[config.mk]
export PLATFORM = sky130hd
export DESIGN_NAME = lookahead_counter
export DESIGN_NICKNAME = d
export VERILOG_FILES = /design/src/rtl/lac_pkg.sv /design/src/rtl/lac_segment.sv /design/src/rtl/lac_lookahead.sv /design/src/rtl/lookahead_counter.sv
export SDC_FILE = /design/constraint.sdc
export NUM_CORES = 1
export LEC_CHECK = 0
export ABC_AREA = 0
export BUFFER_PORTS_ARGS = -buffer_cell sky130_fd_sc_hd__buf_4
export CORE_MARGIN = 1
export CORE_UTILIZATION = 52
export CTS_BUF_LIST = sky130_fd_sc_hd__clkbuf_4
export DETAILED_ROUTE_END_ITERATION = 10
export PLACE_DENSITY = 0.86
export SLEW_MARGIN = 5
export SYNTH_ARGS = -nofsm -noshare
export SYNTH_HDL_FRONTEND = slang
export SYNTH_SLANG_ARGS = --single-unit
[constraint.sdc]
create_clock -name clk_i -period 2.7 [get_ports clk_i]
set_input_delay 0.135 -clock clk_i [delete_from_list [all_inputs] [get_ports clk_i]]
set_output_delay 0.135 -clock clk_i [all_outputs]
set_load 0.03 [all_outputs]
[src/rtl/lac_pkg.sv]
package lac_pkg;
  function automatic int seg_count(int w, int lw, int sw);
    return 1 + (w - lw + sw - 1) / sw;
  endfunction

  function automatic int seg_lo(int k, int lw, int sw);
    return (k == 0) ? 0 : lw + (k - 1) * sw;
  endfunction

  function automatic int seg_width(int k, int w, int lw, int sw);
    int lo;
    int wd;
    lo = seg_lo(k, lw, sw);
    wd = (k == 0) ? lw : sw;
    if (lo + wd > w) wd = w - lo;
    return wd;
  endfunction
endpackage

[src/rtl/lac_segment.sv]
module lac_segment #(
  parameter int W = 4
) (
  input  logic         clk_i,
  input  logic         rst_ni,
  input  logic         step_i,
  output logic [W-1:0] val_o
);
  logic [W-1:0] val_q;

  always_ff @(posedge clk_i or negedge rst_ni) begin
    if (!rst_ni)     val_q <= '0;
    else if (step_i) val_q <= val_q + 1'b1;
  end

  assign val_o = val_q;

  // a slice without its carry must not move
  p_seg_hold_r5: assert property (@(posedge clk_i) disable iff (!rst_ni)
    $past(rst_ni) && !$past(step_i) |-> $stable(val_o));
endmodule

[src/rtl/lac_lookahead.sv]
module lac_lookahead #(
  parameter int NSEG  = 5,
  parameter int LSB_W = 2
) (
  input  logic             clk_i,
  input  logic             rst_ni,
  input  logic             en_i,
  input  logic [LSB_W-1:0] low_val_i,
  input  logic [NSEG-1:1]  seg_ones_i,
  output logic [NSEG-1:1]  carry_o
);
  localparam logic [LSB_W-1:0] LowNear = {{(LSB_W-1){1'b1}}, 1'b0};

  logic             low_near;
  logic             low_ones;
  logic [NSEG-1:1]  mid_ones;
  logic [NSEG-1:1]  flag_q;

  assign low_near = (low_val_i == LowNear);
  assign low_ones = &low_val_i;

  // slices above 0 are frozen on the edge where slice 0 is one short of full
  assign mid_ones[1] = 1'b1;
  for (genvar k = 2; k < NSEG; k++) begin : g_mid
    assign mid_ones[k] = mid_ones[k-1] & seg_ones_i[k-1];
  end

  for (genvar k = 1; k < NSEG; k++) begin : g_flag
    always_ff @(posedge clk_i or negedge rst_ni) begin
      if (!rst_ni)   flag_q[k] <= 1'b0;
      else if (en_i) flag_q[k] <= low_near & mid_ones[k];
    end

    assign carry_o[k] = en_i & flag_q[k];

    // registered early flag agrees with the live lower bits
    p_flag_exact_r5: assert property (@(posedge clk_i) disable iff (!rst_ni)
      flag_q[k] == (low_ones & mid_ones[k]));
  end
endmodule

[src/rtl/lookahead_counter.sv]
module lookahead_counter #(
  parameter int WIDTH = 16,
  parameter int LSB_W = 2,
  parameter int SEG_W = 4
) (
  input  logic             clk_i,
  input  logic             rst_ni,
  input  logic             en_i,
  output logic [WIDTH-1:0] count_o
);
  import lac_pkg::*;

  localparam int NSEG = seg_count(WIDTH, LSB_W, SEG_W);

  wire [WIDTH-1:0] cnt;
  wire [NSEG-1:1]  seg_ones;
  wire [NSEG-1:1]  carry;

  lac_segment #(.W(LSB_W)) i_seg0 (
    .clk_i  (clk_i),
    .rst_ni (rst_ni),
    .step_i (en_i),
    .val_o  (cnt[LSB_W-1:0])
  );

  for (genvar k = 1; k < NSEG; k++) begin : g_seg
    localparam int Lo = seg_lo(k, LSB_W, SEG_W);
    localparam int Sw = seg_width(k, WIDTH, LSB_W, SEG_W);

    lac_segment #(.W(Sw)) i_seg (
      .clk_i  (clk_i),
      .rst_ni (rst_ni),
      .step_i (carry[k]),
      .val_o  (cnt[Lo +: Sw])
    );

    assign seg_ones[k] = &cnt[Lo +: Sw];
  end

  lac_lookahead #(.NSEG(NSEG), .LSB_W(LSB_W)) i_look (
    .clk_i      (clk_i),
    .rst_ni     (rst_ni),
    .en_i       (en_i),
    .low_val_i  (cnt[LSB_W-1:0]),
    .seg_ones_i (seg_ones),
    .carry_o    (carry)
  );

  assign count_o = cnt;

  p_reset_zero_r1: assert property (@(posedge clk_i)
    !rst_ni |-> count_o == '0);

  p_step_r2: assert property (@(posedge clk_i) disable iff (!rst_ni)
    $past(rst_ni) && $past(en_i) |-> count_o == WIDTH'($past(count_o) + 1'b1));

  p_hold_r3: assert property (@(posedge clk_i) disable iff (!rst_ni)
    $past(rst_ni) && !$past(en_i) |-> $stable(count_o));

  p_wrap_r4: assert property (@(posedge clk_i) disable iff (!rst_ni)
    $past(rst_ni) && $past(en_i) && ($past(count_o) == '1) |-> count_o == '0);
endmodule

---- Word level (Yosys, flattened, before mapping) ----
Index checks and enable logic that the tools add are counted.
cells by class
  add/sub/neg operators ................... 5
  equality and inequality tests ........... 1
  bitwise gates (word level) .............. 9
  reduce and logical (&&, ||, !) cells .... 3
operators by type and width
  kind                 count
  $add 4x1->4 const B  3
  $reduce_and 4->1     3
  $and 1x1->1          9
  $add 2x1->2 const B  2
  $eq 2x2->1 const B   1
storage, ports and cells
  bits in registers ....................... 20
  input bits .............................. 3
  logic and storage cells ................. 27

---- Depth between registers and ports, before layout ----
  word-level depth ........................ 4
  gate-level depth with buffers ........... 5

---- Cells and area by module ----
A second synthesis with hierarchy kept.
unflattened totals
  cells, all modules ...................... 68
  area total of the unflattened synthesis .. 862.1 µm²
modules (own cells, without submodules)
  module                             instances  cells each  area an instance (µm²)  sequential area each (µm²)
  lac_segment at g_seg[1].i_seg ...  3          11          160.2                   100.1
  lac_lookahead                      1          21          206.4                   100.1
  lac_segment at g_seg[4].i_seg ...  2          5           71.3                    50.0
  lookahead_counter                  1          4           32.5                    0.0

---- Worst setup path after synthesis ----
OpenSTA, ideal clock, no wires.
  kind .................................... register to register
  start ................................... register g_seg[1].i_seg.val_q[0]
  end ..................................... register i_look.flag_q[4] (netlist name)
  setup time .............................. 81 ps
  arrival ................................. 1333 ps
  setup slack ............................. 1287 ps
  cell stages (with the launch flop) ...... 5
  clock period less this slack ............ 1413 ps
  path through ............................ dfrtp_1 > ha_1 > nand3_1 > or3_1 > o22ai_2
between the ends
  cells in the longest elaborated chain, start to end .. 4
RTL lines
  what                           RTL line                 RTL
  start, declared                lac_segment.sv:9         logic [W-1:0] val_q;
  start signal, assigned         lac_segment.sv:13        else if (step_i) val_q <= val_q + 1'b1;
  $reduce_and 4->1               lookahead_counter.sv:37  assign seg_ones[k] = &cnt[Lo +: Sw];
  $and 1x1->1 (2 in a row)       lac_lookahead.sv:25      assign mid_ones[k] = mid_ones[k-1] & seg_ones_i[k-1];
  $and 1x1->1                    lac_lookahead.sv:31      else if (en_i) flag_q[k] <= low_near & mid_ones[k];
  end signal, assigned by index  lac_lookahead.sv:31
  end, declared                  lac_lookahead.sv:17      logic [NSEG-1:1] flag_q;
Every way passes these cells.
A chain may end at the register's enable or synchronous reset.

---- Worst setup path after layout ----
  start ................................... register i_seg0.val_q[0] (netlist: i_seg0.val_o[0])
  end ..................................... register i_look.flag_q[4] (netlist name)
between the ends
  cells in the longest elaborated chain, start to end .. 2
RTL lines
  what                    RTL line             RTL
  start, declared         lac_segment.sv:9
  start signal, assigned  lac_segment.sv:13
  $eq 2x2->1              lac_lookahead.sv:19  assign low_near = (low_val_i == LowNear);
  via i_look.low_near     lac_lookahead.sv:14  logic low_near;
  $and 1x1->1             lac_lookahead.sv:31
The timed path passes the listed nets, and every way through them passes these cells.

==> run metrics <==
CP peak stage delay=0.43 ns; Vert. Die Dim=42.2 um; Worst setup endpoint=i_look.flag_q[4]; Sum Neg Setup Slack=0 ns; Area growth syn-to-layout=22.1%; endpoints failing setup=0; Setup crit end kind=flop; grt total ovfl=0; CP max-delay cell=dfrtp_1; fillers=119; initial antenna violation count=0; TritonRoute pass-1 iters=4; CTS H-tree lvls=1; Power Dens Cells=868 nW/um^2; initial DRC count=3; Core Box Area=1510 um^2; worst hold slack=0.133 ns; worst reg2reg path startpoint=i_seg0.val_o[0]; total track usage=18.2%; reg2reg setup slack=1.40 ns; # clock sinks=20; critical path's top delay family=simple AND/OR/NAND/NOR gates; max-slew violations=0; Cell Chain, Critical Path=inv_1 -> ha_1 -> nand2_1 -> or3_1 -> o22ai_2; crit path DAT=1.54 ns; # diodes=0; Mapped Cells=70; Seq/Total Area, Yosys=59.4%; Worst Hold Launch=en_i; top cells by area, synth=dfrtp_1 59%, xnor2_1 8.3%, ha_1 5.9%; Mapped Nets=77; final RePlAce weighted congestion=0.751; RR Endpoint=i_look.flag_q[4]; die area=1780 um^2; CTS clk-pin slew, worst paths=0.11 ns; Ports=19; CTS max path bufs=2; Period Utilization, post-route=48.2%; Max VDD drop=666 uV; LEAKAGE=0.509 nW; R2R cell count=5; routed len/inst=12.9 um; CP max FO=3; Synth area leader=dfrtp_1; kind of critical path=reg2reg; #FFs+latches synth=20; Yosys top cell area share=59.4%; post-CTS setup buffers=0; FMAX=0.769 GHz; Cell Area, Placed=992 um^2; largest net degree at the start of global routing=21; nets=100; vias in the first global route=547; Initial Utilization=55.9%; clock latency on the worst-skew pair=0.30 ns; CTS tree=done; CTS root buf=clkbuf_4; DP Wirelength=1020 um; row cnt=14; share of layout cells above drive strength 1=26.1%; Worst Clk Skew=0.0141 ns; # port buffers=18; Num CTS Buffers=3; post-layout min period=1.30 ns; drt total wl=1400 um; Ys Warns=0; CP startpoint kind=flop; RSZ-0062 raised after global routing=no; Worst Hold Class=in2reg; outcome=completed; mapped cell area=842 um^2; syn avg cell area=12.0 um^2; Worst Path Required=2.94 ns; Final Instance Area=1030 um^2; CP startpoint=i_seg0.val_o[0]; first-pass GRT wire length=2340 um; Worst Hold Path Cells=2; Least-Margin Pin Slew=0.247 ns; Hold Vio Cnt, Final=0; Buf/Inv on CP=1; Place WS=1.42 ns; setup slack after layout=1.40 ns; Max Cap Violations=0; ANT nets after route=0; DIE WIDTH=42.2 um; Distinct cells, synth=17; DRC violations left=0; Crit path depth=5; Worst slew margin=83.5%; DR vias/cell=5.19; Vias=560
[power breakdown]
group	internal [mW]	switching, mW	leakage, nW	total, mW
sequential	0.362	0.0684	0.261	0.431
combinational	0.131	0.189	0.232	0.321
clock	0.0538	0.0877	0.0154	0.142
total	0.547	0.345	0.509	0.893
[registers in the layout, indices dropped and copies added, names as in the netlist]
register	cells
g_seg.i_seg.val_o	14
i_look.flag_q	4
i_seg0.val_o	2
[cells by family after synthesis]
| logic type | count (synthesis) | synth area share, % |
|---|---|---|
| and+or+nand+nor | 19 | 10.3 |
| adders and majority gates | 4 | 5.94 |
| DFF | 20 | 59.4 |
| muxes | 4 | 5.20 |
| AOI/OAI and AO/OA | 4 | 3.42 |
| xor gates and xnor gates | 12 | 12.5 |
| buffers and inverters | 7 | 3.27 |
[synthesized netlist by cell type]
cell type,n
nor2_1,3
o21ai_0,1
xor2_1,4
mux2_2,2
mux2i_1,1
xnor2_1,8
nand3_1,10
o21ai_1,1
ha_1,4
o22ai_2,1
inv_1,6
mux2_1,1
dfrtp_1,20
o22ai_1,1
nand2_1,5
or3_1,1
buf_2,1
[worst min-delay path by stage]
stage          slack [ns]                       to
4_1_cts              0.13          i_seg0.val_o[0]
3_5_place_dp         0.03  g_seg[3].i_seg.val_o[0]
3_3_place_gp         0.02  g_seg[3].i_seg.val_o[0]
5_1_grt              0.15          i_seg0.val_o[0]
2_1_floorplan       -0.16  g_seg[1].i_seg.val_o[0]
6_report             0.13          i_seg0.val_o[0]
[routing by layer]
metal	wire, um	vias up	GRT usage [%]
met5	0	-	0
met4	26	0	10.6
met3	58	4	4.31
met2	693	15	31.1
met1	616	266	20.6
li1	-	275	-
[timing repair]
action                                  in CTS  in global routing
hold endpoints to repair                    20                  0
hold buffers                                 1                  0
endpoints found under the setup margin       0                  0
resized for setup                            0                  0
[layout by cell type (no fill, tap or decap), types with 2 or more instances in the layout]
master    instances
nand2_1           5
buf_4            18
mux2_2            2
xor2_1            4
nand3_1          10
nor2_1            3
inv_1             6
clkbuf_4          3
dfrtp_1          20
ha_1              4
xnor2_1           8
[area by class of cell]
class / count / area (um^2) / area share, %
Timing Repair Buffer: 19 / 145 / 14.1
Clock inverter: 1 / 3.75 / 0.365
Inverter: 6 / 22.5 / 2.19
Clock buffer: 3 / 22.5 / 2.19
Multi-Input combinational cell: 43 / 314 / 30.5
Sequential cell: 20 / 500 / 48.7
Tap cell: 16 / 20.0 / 1.95
[metrics by stage]
step	instances	power (mW)	utilization, %
6_report	108	0.893	68.3
5_1_grt	108	0.950	68.3
4_1_cts	108	0.899	68.3
3_5_place_dp	103	0.757	65.9
3_3_place_gp	103	0.740	65.9
2_1_floorplan	70	0.627	-
(Power assumes the default switching activity.)
